[src/rtl/msgirq_pkg.sv]
package msgirq_pkg;
  localparam logic [7:0] PRIO_OFF   = 8'hFF;
  localparam logic [7:0] STATUS_OK  = 8'h00;
  localparam logic [7:0] STATUS_BAD = 8'hFD;

  // strobes from the control decode to the datapath
  typedef struct packed {
    logic wrOk;
    logic rdOk;
    logic cfgOp;
    logic rejOk;
    logic resendGo;
  } strobe_t;
endpackage

[src/rtl/msgirq_ctrl.sv]
module msgirq_ctrl
  import msgirq_pkg::*;
#(
  parameter int NUM_SRC     = 16,
  parameter int NUM_SERVERS = 4,
  parameter int BASE        = 16,
  parameter int NUM_W       = 16,
  parameter int IDX_W       = 4
) (
  input  logic             clk,
  input  logic             rstN,
  input  logic             cfgWr,
  input  logic             cfgRd,
  input  logic [NUM_W-1:0] cfgNum,
  input  logic [NUM_W-1:0] cfgServer,
  input  logic [NUM_W-1:0] cfgPrio,
  input  logic             rejValid,
  input  logic [NUM_W-1:0] rejNum,
  input  logic             resendReq,
  input  logic             eoiValid,
  input  logic [NUM_W-1:0] eoiNum,
  output strobe_t          strobe,
  output logic [IDX_W-1:0] cfgIdx,
  output logic [IDX_W-1:0] rejIdx,
  output logic             respValid,
  output logic [7:0]       respStatus,
  output logic             eoiAck
);
  function automatic logic numOk(input logic [NUM_W-1:0] n);
    logic [NUM_W-1:0] off;
    off = n - NUM_W'(BASE);
    return (n >= NUM_W'(BASE)) && (off < NUM_W'(NUM_SRC));
  endfunction

  logic cfgNumOk;

  always_comb begin
    cfgNumOk        = numOk(cfgNum);
    cfgIdx          = IDX_W'(cfgNum - NUM_W'(BASE));
    rejIdx          = IDX_W'(rejNum - NUM_W'(BASE));
    strobe.wrOk     = cfgWr && cfgNumOk && (cfgServer < NUM_W'(NUM_SERVERS))
                      && (cfgPrio <= NUM_W'(255));
    strobe.rdOk     = cfgRd && !cfgWr && cfgNumOk;
    strobe.cfgOp    = cfgWr || cfgRd;
    strobe.rejOk    = rejValid && numOk(rejNum);
    strobe.resendGo = resendReq;
  end

  always_ff @(posedge clk or negedge rstN) begin
    if (!rstN) begin
      respValid  <= 1'b0;
      respStatus <= STATUS_OK;
      eoiAck     <= 1'b0;
    end else begin
      respValid <= strobe.cfgOp;
      if (strobe.cfgOp)
        respStatus <= (strobe.wrOk || strobe.rdOk) ? STATUS_OK : STATUS_BAD;
      eoiAck <= eoiValid && numOk(eoiNum);
    end
  end
endmodule

[src/rtl/msgirq_datapath.sv]
module msgirq_datapath
  import msgirq_pkg::*;
#(
  parameter int NUM_SRC = 16,
  parameter int BASE    = 16,
  parameter int NUM_W   = 16,
  parameter int IDX_W   = 4,
  parameter int SRV_W   = 2
) (
  input  logic               clk,
  input  logic               rstN,
  input  strobe_t            strobe,
  input  logic [IDX_W-1:0]   cfgIdx,
  input  logic [IDX_W-1:0]   rejIdx,
  input  logic [SRV_W-1:0]   wrServer,
  input  logic [7:0]         wrPrio,
  input  logic [NUM_SRC-1:0] trigIn,
  output logic [SRV_W-1:0]   rdServer,
  output logic [7:0]         rdPrio,
  output logic               dlvValid,
  output logic [NUM_W-1:0]   dlvNum,
  output logic [7:0]         dlvPrio,
  output logic [SRV_W-1:0]   dlvServer,
  output logic               queueBusy
);
  logic [NUM_SRC*8-1:0]     prioFlat;
  logic [NUM_SRC*SRV_W-1:0] srvFlat;
  logic [NUM_SRC-1:0]       queued, eligible, grant;
  logic [IDX_W-1:0]         grantIdx;

  for (genvar g = 0; g < NUM_SRC; g++) begin : gSrc
    logic [7:0]       prioR;
    logic [SRV_W-1:0] srvR;
    logic             maskPendR, rejR, queueR, trigPrevR;
    logic             wrHit, rejHit, rise, effMasked;

    always_comb begin
      wrHit     = strobe.wrOk && (cfgIdx == IDX_W'(g));
      rejHit    = strobe.rejOk && (rejIdx == IDX_W'(g));
      rise      = trigIn[g] && !trigPrevR;
      effMasked = (wrHit ? wrPrio : prioR) == PRIO_OFF;
    end

    always_ff @(posedge clk or negedge rstN) begin
      if (!rstN) begin
        prioR     <= PRIO_OFF;
        srvR      <= '0;
        maskPendR <= 1'b0;
        rejR      <= 1'b0;
        queueR    <= 1'b0;
        trigPrevR <= 1'b0;
      end else begin
        trigPrevR <= trigIn[g];
        if (wrHit) begin
          prioR <= wrPrio;
          srvR  <= wrServer;
        end
        if (rise && effMasked)
          maskPendR <= 1'b1;
        else if (wrHit && !effMasked)
          maskPendR <= 1'b0;
        if (rejHit)
          rejR <= 1'b1;
        else if (strobe.resendGo)
          rejR <= 1'b0;
        if (!effMasked && (rise || (wrHit && maskPendR) || (strobe.resendGo && rejR)))
          queueR <= 1'b1;
        else if (grant[g])
          queueR <= 1'b0;
      end
    end

    assign prioFlat[g*8 +: 8]         = prioR;
    assign srvFlat[g*SRV_W +: SRV_W]  = srvR;
    assign queued[g]                  = queueR;
    assign eligible[g]                = queueR && (prioR != PRIO_OFF);
  end

  // lowest set bit wins
  assign grant = eligible & (~eligible + 1'b1);

  always_comb begin
    grantIdx = '0;
    for (int i = 0; i < NUM_SRC; i++)
      if (grant[i]) grantIdx = IDX_W'(i);
  end

  assign dlvValid  = |eligible;
  assign dlvNum    = NUM_W'(BASE) + NUM_W'(grantIdx);
  assign dlvPrio   = prioFlat[grantIdx*8 +: 8];
  assign dlvServer = srvFlat[grantIdx*SRV_W +: SRV_W];
  assign queueBusy = |queued;

  always_ff @(posedge clk or negedge rstN) begin
    if (!rstN) begin
      rdServer <= '0;
      rdPrio   <= '0;
    end else if (strobe.cfgOp) begin
      rdServer <= strobe.rdOk ? srvFlat[cfgIdx*SRV_W +: SRV_W] : '0;
      rdPrio   <= strobe.rdOk ? prioFlat[cfgIdx*8 +: 8] : '0;
    end
  end
endmodule

[src/rtl/msgirq_top.sv]
module msgirq_top
  import msgirq_pkg::*;
#(
  parameter int NUM_SRC     = 16,
  parameter int NUM_SERVERS = 4,
  parameter int BASE        = 16,
  parameter int NUM_W       = 16,
  localparam int IDX_W      = (NUM_SRC > 1) ? $clog2(NUM_SRC) : 1,
  localparam int SRV_W      = (NUM_SERVERS > 1) ? $clog2(NUM_SERVERS) : 1
) (
  input  logic               clk,
  input  logic               rstN,
  input  logic [NUM_SRC-1:0] trigIn,
  input  logic               cfgWr,
  input  logic               cfgRd,
  input  logic [NUM_W-1:0]   cfgNum,
  input  logic [NUM_W-1:0]   cfgServer,
  input  logic [NUM_W-1:0]   cfgPrio,
  output logic               respValid,
  output logic [7:0]         respStatus,
  output logic [SRV_W-1:0]   respServer,
  output logic [7:0]         respPrio,
  input  logic               rejValid,
  input  logic [NUM_W-1:0]   rejNum,
  input  logic               resendReq,
  input  logic               eoiValid,
  input  logic [NUM_W-1:0]   eoiNum,
  output logic               eoiAck,
  output logic               dlvValid,
  output logic [NUM_W-1:0]   dlvNum,
  output logic [7:0]         dlvPrio,
  output logic [SRV_W-1:0]   dlvServer,
  output logic               queueBusy
);
  strobe_t          strobe;
  logic [IDX_W-1:0] cfgIdx, rejIdx;

  msgirq_ctrl #(
    .NUM_SRC(NUM_SRC), .NUM_SERVERS(NUM_SERVERS), .BASE(BASE),
    .NUM_W(NUM_W), .IDX_W(IDX_W)
  ) u_ctrl (
    .clk(clk), .rstN(rstN), .cfgWr(cfgWr), .cfgRd(cfgRd),
    .cfgNum(cfgNum), .cfgServer(cfgServer), .cfgPrio(cfgPrio),
    .rejValid(rejValid), .rejNum(rejNum), .resendReq(resendReq),
    .eoiValid(eoiValid), .eoiNum(eoiNum), .strobe(strobe),
    .cfgIdx(cfgIdx), .rejIdx(rejIdx), .respValid(respValid),
    .respStatus(respStatus), .eoiAck(eoiAck)
  );

  msgirq_datapath #(
    .NUM_SRC(NUM_SRC), .BASE(BASE), .NUM_W(NUM_W),
    .IDX_W(IDX_W), .SRV_W(SRV_W)
  ) u_dp (
    .clk(clk), .rstN(rstN), .strobe(strobe), .cfgIdx(cfgIdx),
    .rejIdx(rejIdx), .wrServer(cfgServer[SRV_W-1:0]),
    .wrPrio(cfgPrio[7:0]), .trigIn(trigIn), .rdServer(respServer),
    .rdPrio(respPrio), .dlvValid(dlvValid), .dlvNum(dlvNum),
    .dlvPrio(dlvPrio), .dlvServer(dlvServer), .queueBusy(queueBusy)
  );
endmodule

[config.mk]
export PLATFORM = sky130hd
export DESIGN_NAME = msgirq_top
export DESIGN_NICKNAME = d
export VERILOG_FILES = /design/src/rtl/msgirq_pkg.sv /design/src/rtl/msgirq_ctrl.sv /design/src/rtl/msgirq_datapath.sv /design/src/rtl/msgirq_top.sv
export SDC_FILE = /design/constraint.sdc
export NUM_CORES = 1
export LEC_CHECK = 0
export BUFFER_PORTS_ARGS = -buffer_cell sky130_fd_sc_hd__buf_4
export CAP_MARGIN = 20
export CORE_MARGIN = 2
export CORE_UTILIZATION = 35
export CTS_CLUSTER_DIAMETER = 200
export CTS_CLUSTER_SIZE = 40
export DETAILED_ROUTE_END_ITERATION = 12
export PLACE_DENSITY = 0.6
export SYNTH_ARGS = -nofsm -noshare
export SYNTH_HDL_FRONTEND = slang
export SYNTH_SLANG_ARGS = --single-unit
[constraint.sdc]
create_clock -name clk -period 4.08 [get_ports clk]
set_input_delay 0.204 -clock clk [delete_from_list [all_inputs] [get_ports clk]]
set_output_delay 0.204 -clock clk [all_outputs]
set_load 0.005 [all_outputs]
# == Word-level counts from Yosys, hierarchy flattened ==
# Cells that the tools add are included.
# word_totals
out_inout_bits,48
ff_bits,244
inputBits,103
word_cells,570
# classes
shifts,4
n_lt_le_gt_ge,8
eq_ne,62
mux,115
addsub,5
reduce_logical,273
bitwise,2
# ops
operator,n
variable part select 128 x 8 -> 8 bit,2
logical AND 1 bit,154
two-way mux 8 bit,18
"== test 8 bit, second input constant",16
"!= test 8 bit, second input constant",16
nonzero test 2 bit,48
two-way mux 1 bit,82
"== test 4 bit, second input constant",16
variable part select 32 x 6 -> 2 bit,2
"greater-or-equal comparator 16 x 5 -> 1 bit, second input constant",3
"less-than comparator 16 x 5 -> 1 bit, second input constant",3
"subtractor 16 x 5 -> 16 bit, second input constant",3
logical OR 1 bit,34
zero test 1 bit,33
"== test 4 x 3 -> 1 bit, second input constant",8
two-way mux 4 bit,8
OR reduction 16 bit,2
"adder 16 x 1 -> 16 bit, second input constant",1
bitwise AND 16 bit,1
"== test 4 x 2 -> 1 bit, second input constant",4
"less-or-equal comparator 16 x 8 -> 1 bit, second input constant",1
"less-than comparator 16 x 3 -> 1 bit, second input constant",1
NOT 16 bit,1
two-way mux 3 bit,4
other kinds (4),8

# == Logic depth before layout (Yosys ltp) ==
# Gate-level depths: netlist of run 1.
# depth
depth_word,21
depth_mapped,11
depth_no_buf,10

# == Cells and area by module ==
# A second synthesis of run 1 with hierarchy kept.
# hier_totals
hier_cells,1205
hier_area_um2,13634.3
# by_module_without_submodules
mod,seq_area_each_um2,area_each_um2,n_inst,cells_each
msgirq_datapath,6015.8,13168.9,1,1156
msgirq_ctrl,75.1,465.4,1,49

# == Least setup slack after synthesis of run 1 ==
# Ideal clock, no wire load.
# synth_path
path_type,register to output
start,register u_dp.gSrc[3].prioR[3]
end,output port dlvServer[0]
path_stages_with_launch,11
n_path_buf,2
setup_slack_ns,1.070
t_arrival_ns,2.806
t_required_ns,3.876
cell_sequence,dfstp_2 -> nand3_1 -> o31ai_2 -> nand4_2 -> or4_4 -> o22ai_1 -> buf_4 -> buf_12 -> mux2i_1 -> o22ai_1 -> o32a_1
# synth_between
elab_chain_len,19
# synth_rtl
element,line,rtl
from (decl),msgirq_datapath.sv:32,logic [7:0] prioR;
from (signal assigned),msgirq_datapath.sv:55,prioR <= wrPrio;
!= test 8 bit *,msgirq_datapath.sv:76,assign eligible[g] = queueR && (prioR != PRIO_OFF);
logical AND 1 bit *,msgirq_datapath.sv:76,
NOT 16 bit,msgirq_datapath.sv:80,assign grant = eligible & (~eligible + 1'b1);
adder 16 x 1 -> 16 bit,msgirq_datapath.sv:80,
bitwise AND 16 bit *,msgirq_datapath.sv:80,
two-way mux 2 bit,msgirq_datapath.sv:85,if (grant[i]) grantIdx = IDX_W'(i);
two-way mux 3 bit (4 in a row),msgirq_datapath.sv:85,
two-way mux 4 bit (7 in a row),msgirq_datapath.sv:85,
two-way mux 4 bit *,msgirq_datapath.sv:85,
variable part select 32 x 6 -> 2 bit *,msgirq_datapath.sv:91,assign dlvServer = srvFlat[grantIdx*SRV_W +: SRV_W];
to (decl),msgirq_top.sv:32,"output logic [SRV_W-1:0] dlvServer,"
# Every way passes the cells marked *; elsewhere a longest branch is shown, timed or not.

# == Final worst setup path of run 1 ==
# layout_path
start,register u_dp.gSrc[2].prioR[7]
end,output port dlvPrio[7]
# layout_between
elab_chain_len,20
# layout_rtl
element,line,rtl
from (decl),msgirq_datapath.sv:32,
from (signal assigned),msgirq_datapath.sv:55,
!= test 8 bit,msgirq_datapath.sv:76,
logical AND 1 bit,msgirq_datapath.sv:76,
NOT 16 bit,msgirq_datapath.sv:80,
adder 16 x 1 -> 16 bit,msgirq_datapath.sv:80,
bitwise AND 16 bit,msgirq_datapath.sv:80,
two-way mux 2 bit (2 in a row),msgirq_datapath.sv:85,
two-way mux 3 bit (4 in a row),msgirq_datapath.sv:85,
two-way mux 4 bit (8 in a row),msgirq_datapath.sv:85,
variable part select 128 x 8 -> 8 bit *,msgirq_datapath.sv:90,assign dlvPrio = prioFlat[grantIdx*8 +: 8];
to (decl),msgirq_top.sv:31,"output logic [7:0] dlvPrio,"
# Marks and branches as above.

==> flow_metrics.tcl, run 1 <==
set metrics [dict create \
    drc 0 \
    ys.flop_type "dfstp_2" \
    crit_path_max_incr_delay_ns 0.60 \
    clkLatencyLatePin_ns 0.50 \
    cts_root_buf "clkbuf_16" \
    period_needed_ns 4.08 \
    fin_skew_ns 0.0180 \
    hpwl_um 34300 \
    num_vias 11100 \
    path_buf_inv 3 \
    r2r-start "u_dp.gSrc[2].prioR[7]" \
    worstPathArrival_ns 3.88 \
    clk_path_buf_depth 3 \
    path_clk_slew_ns 0.16 \
    drt_first_iter_violations 1073 \
    finalNetCount 1529 \
    power.clock.fraction_pct 27.0 \
    synth.top_cell.area_share_pct 25.2 \
    grt_pass1_vias 10700 \
    cp_max_fo 19 \
    setup_viol 0 \
    total_power_mw 4.32 \
    fin_area_mm2 0.0160 \
    async_flop_share_pct 100 \
    io_buffers 133 \
    synthCells 1247 \
    critPathTopFamily "simple AND/OR/NAND/NOR gates" \
    cp-start-kind "register" \
    critPathKind "register to primary output" \
    clock-sinks 237 \
    path_cells "nand4_1 > o21ai_2 > nand4_4 > buf_4 > a211o_4 > and2_1 > and2_1 > buf_6 > mux4_2 > nand3_1 > nand4_1 > buf_4" \
    power_density_mw_per_mm2 270 \
    grt_max_degree 110 \
    drive_above_1_share_pct 38.4 \
    pre_cts_slack_ns 0.285 \
    rr_endpoint "u_dp.gSrc[14].queueR" \
    numCtsBuffers 9 \
    detail_route.first_pass.iterations 5 \
    dieHeight_um 199 \
    synth_cell_types 68 \
    antenna_found_initial 0 \
    finalCritPeriodShare_pct 100 \
    peakVddDrop_v 0.000213 \
    hold_class "input port to register" \
    slew_headroom_pct 35.4 \
    cts.htree.levels 1 \
    setup_tns_ns 0 \
    grt_first_pass_wirelength_um 68700 \
    finalHoldViolations 0 \
    yosysMostFrequentCell "nand2_1" \
    cp-end-kind "primary output" \
    netlist.top_cell.by_area "dfstp_2" \
    startpoint "u_dp.gSrc[2].prioR[7]" \
    start_util_pct 35.5 \
    antenna_cells 0 \
    crit_end "dlvPrio[7]" \
    rows 71 \
    gp_congestion 0.942 \
    crit_required_ns 3.88 \
    syn_to_final_growth_pct 19.7 \
    setup_slack_ns 0.000296 \
    slew_viol_final 0 \
    holdPathStages 3 \
    status "completed" \
    path_depth 12 \
    p_seq_share_pct 55.5 \
    yosysWarningCount 0 \
    tritoncts "yes" \
    vias_per_cell 5.72 \
    dpl_cell_area_mm2 0.0150 \
    syn_area_mm2 0.0134 \
    sw_frac_of_total_pct 27.4 \
    grt-ovfl-total 0 \
    grt_use_total_pct 23.3 \
    synth_edf_count 0 \
    synth_commonest_cells "nand2_1 (171), dfstp_2 (128), dfrtp_1 (109)" \
    rr_worst_depth 8 \
    coreArea_mm2 0.0376 \
    yosysSeqAreaShare_pct 45.6 \
    whs_ns 0.00944 \
    crit_slowest_cell "dfstp_2" \
    num-fill-cells 3629 \
    antenna_left 0 \
    p_leak_nw 7.10 \
    dieWidth_um 199 \
    dieArea_mm2 0.0397 \
    tightest_slew_ns 0.960 \
    wl_per_cell_um 23.8 \
    io_pins 151 \
    synth_area_leaders "dfstp_2 (25%), dfrtp_1 (20%), mux4_2 (9.1%)" \
    yosys_register_bits 237 \
    avgSynthCellArea_um2 10.7 \
    p_int_mw 3.13 \
    rsz0062_at_grt "yes" \
    drt_wl_total_um 46200 \
    fmax_mhz 245 \
    p_sw_mw 1.18 \
    r2r_slack_ns 1.41 \
    power_frac_comb_pct 17.5 \
    max-cap-violations 0 \
]
-- kinds of logic after synthesis --
logic type	count (synthesis)	share of synthesized area [%]
simple gates	414	15.4
mux	245	24.2
flops	237	45.6
buf+inv	179	6.05
compound gates	170	8.62
other cells	2	0.0563
-- what timing repair did --
item	4_1_cts	5_1_grt
cloned	1	0
setup endpoints to repair	10	10
hold endpoints to repair	73	0
hold buffers	24	0
buffers inserted	9	26
resized for setup	15	27
pin swaps	8	16
-- worst min-delay path by stage --
stage,startpoint,endpoint,slack (ns)
2_1_floorplan,rstN,u_ctrl.eoiAck,-0.09
3_5_place_dp,rstN,u_dp.gSrc[0].trigPrevR,0.22
5_1_grt,cfgServer[0],u_dp.gSrc[14].srvR[0],0.02
3_3_place_gp,rstN,u_dp.gSrc[0].trigPrevR,0.22
4_1_cts,cfgServer[0],u_dp.gSrc[14].srvR[0],0.0006
6_report,cfgServer[0],u_dp.gSrc[4].srvR[0],0.009
-- metrics by stage --
step | cells | util [%]
2_1_floorplan | 1258 | -
3_3_place_gp | 1866 | 40.0
3_5_place_dp | 1866 | 40.0
4_1_cts | 1913 | 41.7
5_1_grt | 1939 | 42.5
6_report | 1939 | 42.5
-- flip-flops by register name (all words and copies together), names as in the netlist --
signal and cells:
u_dp.gSrc.prioR 128, u_ctrl.respStatus 1, u_dp.gSrc.queueR 16, u_dp.gSrc.maskPendR 16, u_dp.rdServer 2, u_ctrl.respValid 1
u_dp.gSrc.srvR 32, u_dp.rdPrio 8, u_dp.gSrc.rejR 16, u_ctrl.eoiAck 1, u_dp.gSrc.trigPrevR 16
-- worst min-delay path: stages --
cell     delay (ns)
buf_4          0.18
nand2_1        0.07
nand2_1        0.04
-- layout by cell type, fill, tap and decap left out, types with 6 or more instances in the layout --
cell           Yosys  routed
buf_4             22     208
mux2_2            86      86
a31oi_1            9       9
inv_1             91      91
clkbuf_16          0       9
and4_1             9       9
o22ai_1           24      21
a22o_1             7       7
nor4_1            21      21
buf_12             2       6
nand3_1           37      36
dfrtp_1          109     109
dfstp_2          128     128
nor3_1            12      10
a21oi_1           13       9
and3_1             8       8
o21ai_2            0       7
or2_2              9       9
a221oi_1          11      11
nor2_1            53      52
mux2i_1          105     102
nor2b_1           21      21
nand2_1          171     170
dlygate4sd3_1      0      24
nand4_1           44      44
o21ai_0           54      50
mux4_2            54      54
conb_1             2      13
-- power by group through the flow --
| stage | registers [mW] | logic (mW) | clock network [mW] |
|---|---|---|---|
| 2_1_floorplan | 2.42 | 0.349 | 0 |
| 3_3_place_gp | 2.43 | 0.627 | 0 |
| 3_5_place_dp | 2.43 | 0.628 | 0 |
| 4_1_cts | 2.40 | 0.697 | 1.20 |
| 5_1_grt | 2.40 | 0.802 | 1.27 |
| 6_report | 2.40 | 0.755 | 1.16 |
-- final cells by class --
class                      instances  area (µm²)  share of cell area, %
multi-input combinational        842        6670                   41.7
sequential                       237        6090                   38.1
timing repair buffer             242        1980                   12.4
tap                              511         639                   4.00
inverter                          94         358                   2.24
clock buffer                      12         236                   1.48
clock inverter                     1        5.00                 0.0313
-- routing by layer --
layer / track usage [%] / up-vias / share of wire (%)
li1: - / 4847 / -
met1: 34.2 / 5613 / 43
met2: 36.5 / 561 / 45
met3: 3.17 / 68 / 9.4
met4: 5.33 / 0 / 2.5
met5: 0 / - / 0
No activity file was read; power rests on OpenSTA's default activity.
==> run 2, diff against run 1 <==
--- a/config.mk
+++ b/config.mk
@@ -12,6 +12,7 @@
 export CTS_CLUSTER_DIAMETER = 200
 export CTS_CLUSTER_SIZE = 40
 export DETAILED_ROUTE_END_ITERATION = 12
+export GPL_TIMING_DRIVEN = 0
 export PLACE_DENSITY = 0.6
 export SYNTH_ARGS = -nofsm -noshare
 export SYNTH_HDL_FRONTEND = slang
==> run 2 against run 1 <==
Against the previous run:
- the flow now finishes with violations (negative setup slack)
- die area unchanged
- final cell count increased by 2.9%
- non-clock buffer count increased by 56
- clock skew increased by 0.0021 ns
- clock power about the same
- global-route usage increased by 2.2 points
- sequential power about the same
- sequential share of layout area decreased by 1.3 points
- via count increased by 3.4%
- fmax decreased by 1.7%
- count of clock-buffer cells in the layout unchanged
- critical endpoint unchanged
==> flow_metrics.tcl, run 2 (same netlist as run 1, synthesis figures left out) <==
set metrics [dict create \
    status "complete, but fails checks" \
    failed_checks "negative setup slack" \
    cp-start-kind "register" \
    max-cap-violations 0 \
    setup_viol 6 \
    startpoint "u_dp.gSrc[0].prioR[2]" \
    hp-start "cfgRd" \
    finalCritPeriodShare_pct 102 \
    crit_path_max_incr_delay_ns 0.56 \
    largest_reg_flops 128 \
    r2r-start "u_dp.gSrc[0].prioR[2]" \
    slew_viol_final 0 \
    path_clk_slew_ns 0.15 \
    rows 71 \
    dieArea_mm2 0.0397 \
    rr_worst_depth 7 \
    drc 0 \
    critPathKind "register to primary output" \
    drt_first_iter_violations 1137 \
    drive_above_1_share_pct 39.7 \
    drt_wl_total_um 51100 \
    hold_class "input port to register" \
    finalHoldViolations 0 \
    cp-end-kind "primary output" \
    pre_cts_slack_ns 0.0523 \
    syn_to_final_growth_pct 23.8 \
    crit_slowest_cell "dfstp_2" \
    crit_required_ns 3.88 \
    rr_endpoint "u_dp.gSrc[14].queueR" \
    hpwl_um 38300 \
    fin_util_pct 44.0 \
    final-seq-area_mm2 0.00609 \
    grt_use_total_pct 25.5 \
    final_common_cell "buf_4" \
    antenna_cells 0 \
    grt_first_pass_wirelength_um 73300 \
    vias_per_cell 5.75 \
    total_power_mw 4.46 \
    dpl_cell_area_mm2 0.0151 \
    fin_area_mm2 0.0165 \
    top_regs "u_dp.gSrc.prioR: 128 flops, u_dp.gSrc.srvR: 32 flops" \
    gp_congestion 0.999 \
    post-place-cells 1900 \
    num-fill-cells 3580 \
    antenna_left 0 \
    dieWidth_um 199 \
    min_to "u_dp.rdPrio[7]" \
    p_leak_nw 7.25 \
    antenna_found_initial 0 \
    slew_headroom_pct 28.5 \
    clock-sinks 237 \
    fin_skew_ns 0.0201 \
    tritoncts "yes" \
    cp_max_fo 10 \
    clk_path_buf_depth 3 \
    io_buffers 129 \
    detail_route.first_pass.iterations 7 \
    peakVddDrop_v 0.000316 \
    rsz0062_at_grt "yes" \
    holdPathStages 4 \
    period_needed_ns 4.15 \
    r2r_slack_ns 1.47 \
    layout_common_cells "buf_4 (194), nand2_1 (167), dfstp_2 (128)" \
    io_pins 151 \
    numCtsBuffers 9 \
    multi_input_area_mm2 0.00689 \
    cpMostUsedCell "buf_4" \
    cts.htree.levels 1 \
    setup_slack_ns -0.0687 \
    cts_root_buf "clkbuf_16" \
    grt-ovfl-total 0 \
    coreArea_mm2 0.0376 \
    grt_max_degree 122 \
    power_density_mw_per_mm2 270 \
    worstPathArrival_ns 3.94 \
    num_vias 11500 \
    finalNetCount 1585 \
    largest_register "u_dp.gSrc.prioR" \
    path_cells "nand2_1 > o31ai_4 > nand4_4 > buf_4 > a211o_4 > and2_2 > and2_1 > buf_6 > mux4_2 > nand3_1 > nand4_1 > buf_4" \
    wl_per_cell_um 25.6 \
    tightest_slew_ns 1.07 \
    stdcell_count 1995 \
    clkLatencyLatePin_ns 0.51 \
    dieHeight_um 199 \
    grt_pass1_vias 10900 \
    fmax_mhz 241 \
    whs_ns 0.00887 \
    start_util_pct 35.5 \
    setup_tns_ns -0.224 \
]
## run 2: changes by cell type in the layout (fill, tap and decap cells not counted), sizes merged
cell    before  now
clkbuf      13   58
buf        217  228
## run 2: final cells by class
| class | instances | area share, % |
|---|---|---|
| clock inverters | 1 | 0.0303 |
| clock buffers | 12 | 1.43 |
| multi-input cells | 842 | 41.7 |
| repair buffers | 213 | 10.9 |
| flip-flops and latches | 237 | 36.8 |
| well taps | 511 | 3.87 |
| plain buffers | 85 | 3.12 |
| inverters | 94 | 2.16 |
## run 2: layer usage
metal	global-route usage, %	vias to the layer above	share of wire, %	wire length (µm)
li1	-	4958	-	-
met1	36.2	5808	42	21700
met2	39.7	599	45	22900
met3	3.66	99	8.7	4470
met4	9.26	0	4.0	2060
met5	0	-	0	0
## run 2: what timing repair did
item                                    CTS  global route
pin swaps                                16            35
hold buffers                             24             0
gates resized for setup                  55            67
gates cloned                              2             0
endpoints found under the hold margin    79             0
setup buffers                            22            33
endpoints found under the setup margin   10            10
## run 2: critical path, delay by kind of cell, from the launching register on
kind,cells,cell delay (ns)
AO/OA/AOI/OAI,2,0.69
buffers and inverters,3,0.59
flip-flops,1,0.56
multiplexers,1,0.45
AND/OR/NAND/NOR,6,1.12
## run 2: worst max-delay path by stage
| stage | slack (ns) | cells after the start | to |
|---|---|---|---|
| after floorplan | 1.07 | 10 | dlvServer[0] |
| after global placement | 0.04 | 12 | dlvPrio[3] |
| after detailed placement | 0.05 | 12 | dlvPrio[4] |
| after CTS | -0.03 | 12 | dlvPrio[1] |
| after global routing | -0.13 | 14 | dlvServer[0] |
| final | -0.07 | 12 | dlvPrio[7] |
## run 2: power by group
part | internal [mW] | leakage, nW | switching [mW]
clock | 0.417 | 0.118 | 0.763
sequential | 2.38 | 2.71 | 0.0219
combinational | 0.398 | 4.43 | 0.483
==> run 3, diff against run 2 <==
--- a/config.mk
+++ b/config.mk
@@ -5,6 +5,7 @@
 export SDC_FILE = /design/constraint.sdc
 export NUM_CORES = 1
 export LEC_CHECK = 0
+export ABC_AREA = 1
 export BUFFER_PORTS_ARGS = -buffer_cell sky130_fd_sc_hd__buf_4
 export CAP_MARGIN = 20
 export CORE_MARGIN = 2
==> run 3 against run 2 <==
Against the previous run:
- the flow now finishes without violations
- worst hold slack better by 0.028 ns
- sequential cell count unchanged
- die area up 7.5%
- critical endpoint is now dlvPrio[4]
- via count rose by 29%
- count of clock-buffer cells in the layout unchanged
- highest routed layer unchanged
- synthesized cell count grew 61%
==> flow_metrics.tcl, run 3 <==
set metrics [dict create \
    status "completed" \
    grt_pass1_vias 13700 \
    tightest_slew_ns 1.15 \
    synth_commonest_cells "nand2_1 (565), inv_1 (351), o21ai_0 (154)" \
    finalHoldViolations 0 \
    worstPathArrival_ns 3.84 \
    yosysSeqAreaShare_pct 42.4 \
    syn_area_mm2 0.0144 \
    crit_required_ns 3.88 \
    finalNetCount 2287 \
    antenna_found_initial 1 \
    top_regs "u_dp.gSrc.prioR: 128 flops, u_dp.gSrc.srvR: 32 flops" \
    coreArea_mm2 0.0406 \
    grt_busiest_layer "met2" \
    dieHeight_um 207 \
    yosys_register_bits 237 \
    start_util_pct 35.4 \
    num_vias 14800 \
    postCtsSetupBuffers 0 \
    final-seq-area_mm2 0.00609 \
    synth_top_family_by_area "simple AND/OR/NAND/NOR gates" \
    power_density_mw_per_mm2 297 \
    rsz0062_at_grt "yes" \
    yosysMostFrequentCell "nand2_1" \
    yosysWarningCount 0 \
    cp-start-kind "register" \
    grt_util_met3_pct 3.77 \
    antenna_cells 0 \
    tritoncts "yes" \
    stdcell_count 2718 \
    peakVddDrop_v 0.000250 \
    grtUsageMet1_pct 40.5 \
    layout_common_cells "nand2_1 (561), inv_1 (351), buf_4 (156)" \
    largest_register "u_dp.gSrc.prioR" \
    slew_viol_final 0 \
    drive_above_1_share_pct 18.3 \
    gp_congestion 1.04 \
    ys.flop_type "dfstp_2" \
    post-place-cells 2680 \
    clk_path_buf_depth 3 \
    final_common_cell "nand2_1" \
    finalCritPeriodShare_pct 99.1 \
    path_clk_slew_ns 0.16 \
    critPathTopFamily "simple AND/OR/NAND/NOR gates" \
    drt_wl_total_um 61200 \
    fin_util_pct 41.3 \
    synthCells 2002 \
    io_pins 151 \
    cpMostUsedCell "nand2_1" \
    largest_reg_flops 128 \
    antenna_left 0 \
    syn_to_final_growth_pct 16.8 \
    fin_area_mm2 0.0168 \
    crit_slowest_cell "dfstp_2" \
    synthMuxAreaShare_pct 0 \
    synth_area_leaders "dfstp_2 (23%), dfrtp_1 (19%), nand2_1 (15%)" \
    synth_edf_count 0 \
    path_cells "nand2_1 > nor2_1 > nand2_1 > nand2_1 > nand2_1 > nor2_1 > nand2_1 > nor2_1 > nand3_4 > clkbuf_1 > nand4_1 > nand3_1 > nand3_1 > nand3_1 > nand2_1 > buf_4" \
    grt_first_pass_wirelength_um 89000 \
    yosys.area_share.simple_pct 29.6 \
    num-fill-cells 4260 \
    clock-sinks 237 \
    multi_input_area_mm2 0.00640 \
    grt_max_degree 97 \
    drt_first_iter_violations 1590 \
    cts_root_buf "clkbuf_16" \
    synth_cell_types 47 \
    dpl_cell_area_mm2 0.0162 \
    hold_class "input port to register" \
    cts.htree.levels 1 \
    grt_use_total_pct 28.5 \
    detail_route.first_pass.iterations 6 \
    fin_skew_ns 0.0276 \
    crit_path_max_incr_delay_ns 0.62 \
    io_buffers 132 \
    hpwl_um 47600 \
    synthAdderAreaFrac_pct 0 \
    setup_viol 0 \
    dieArea_mm2 0.0427 \
    numCtsBuffers 9 \
    slew_headroom_pct 23.2 \
    cp_max_fo 10 \
    path_buf_inv 2 \
    vias_per_cell 5.44 \
    period_needed_ns 4.04 \
    max-cap-violations 0 \
    synth-compound-area-share_pct 13.9 \
    async_flop_share_pct 100 \
    grtUsageMet2_pct 43.9 \
    synth.top_cell.area_share_pct 23.4 \
    grt-ovfl-total 0 \
    fmax_mhz 247 \
    synthXorXnorAreaFrac_pct 0 \
    rows 74 \
    dieWidth_um 207 \
    critPathKind "register to primary output" \
    netlist.top_cell.by_area "dfstp_2" \
    clkLatencyLatePin_ns 0.52 \
    cp-end-kind "primary output" \
    drc 0 \
    p_leak_nw 7.93 \
    wl_per_cell_um 22.5 \
    avgSynthCellArea_um2 7.18 \
]
## run 3: repair_timing
action / in CTS / in global routing
setup endpoints to repair: 10 / 10
gates cloned: 0 / 1
resized for setup: 16 / 38
hold buffers: 24 / 0
pin swaps: 0 / 1
hold endpoints to repair: 80 / 0
## run 3: area by class of cell
cell class                 instances  share of cell area (%)
buffer                           130                    4.32
timing repair buffer             159                    7.87
clock inverter                     1                  0.0298
tap                              532                    3.97
sequential                       237                    36.3
multi-input combinational       1292                    38.2
clock buffer                      12                    1.41
inverter                         355                    7.96
## run 3: routing by layer
layer	up-vias	share of wire (%)
met1	7029	43
li1	6840	-
met4	0	4.2
met5	-	0
met2	783	43
met3	121	8.9
## run 3: cell families after synthesis
group	count (synthesis)
buf+inv	485
compound gates	330
simple gates	948
other cells	2
flops	237
## run 3: worst register-to-register path, stage by stage, from the launching register on
cell and delay, ns:
dfstp_2 0.62, nand2_1 0.07, nor2_1 0.10, nand2_1 0.07
nand2_1 0.23, nand2_1 0.15, nor2_1 0.15, nand2_1 0.19
nor2_1 0.23, nand3_4 0.21, clkbuf_1 0.36, nand2_1 0.17
nand2_1 0.07
## run 3: through the flow
stage / TNS (ns) / setup WS [ns] / power [mW] / hold WS (ns)
finish: 0 / 0.0373 / 4.99 / 0.0371
global route: -0.0167 / -0.0106 / 5.19 / 0.0358
detailed placement: 0 / 0.161 / 3.74 / 0.160
floorplan: 0 / 1.69 / 3.08 / -0.0916
CTS: 0 / 0.0117 / 4.96 / 0.0257
global placement: 0 / 0.192 / 3.72 / 0.325
## run 3: report_power, final
part           internal [mW]  switching, mW  total, mW
logic                  0.448          0.959       1.41
clock network          0.417          0.773       1.19
registers               2.38         0.0164       2.40
## run 3: path summary, 6_finish.rpt
check,startpoint,to,slack [ns],cells after the start
max in group asynchronous,rstN,u_dp.gSrc[0].prioR[4],3.04,3
setup / recovery,u_dp.gSrc[5].prioR[1],dlvPrio[4],0.04,16
hold / removal,cfgPrio[6],u_dp.gSrc[11].prioR[6],0.04,3
min in group asynchronous,rstN,u_dp.gSrc[12].srvR[1],0.19,2
hold reg to reg,u_dp.rdPrio[0],u_dp.rdPrio[0],0.50,2
setup reg to reg,u_dp.gSrc[5].prioR[1],u_dp.gSrc[15].queueR,1.38,12
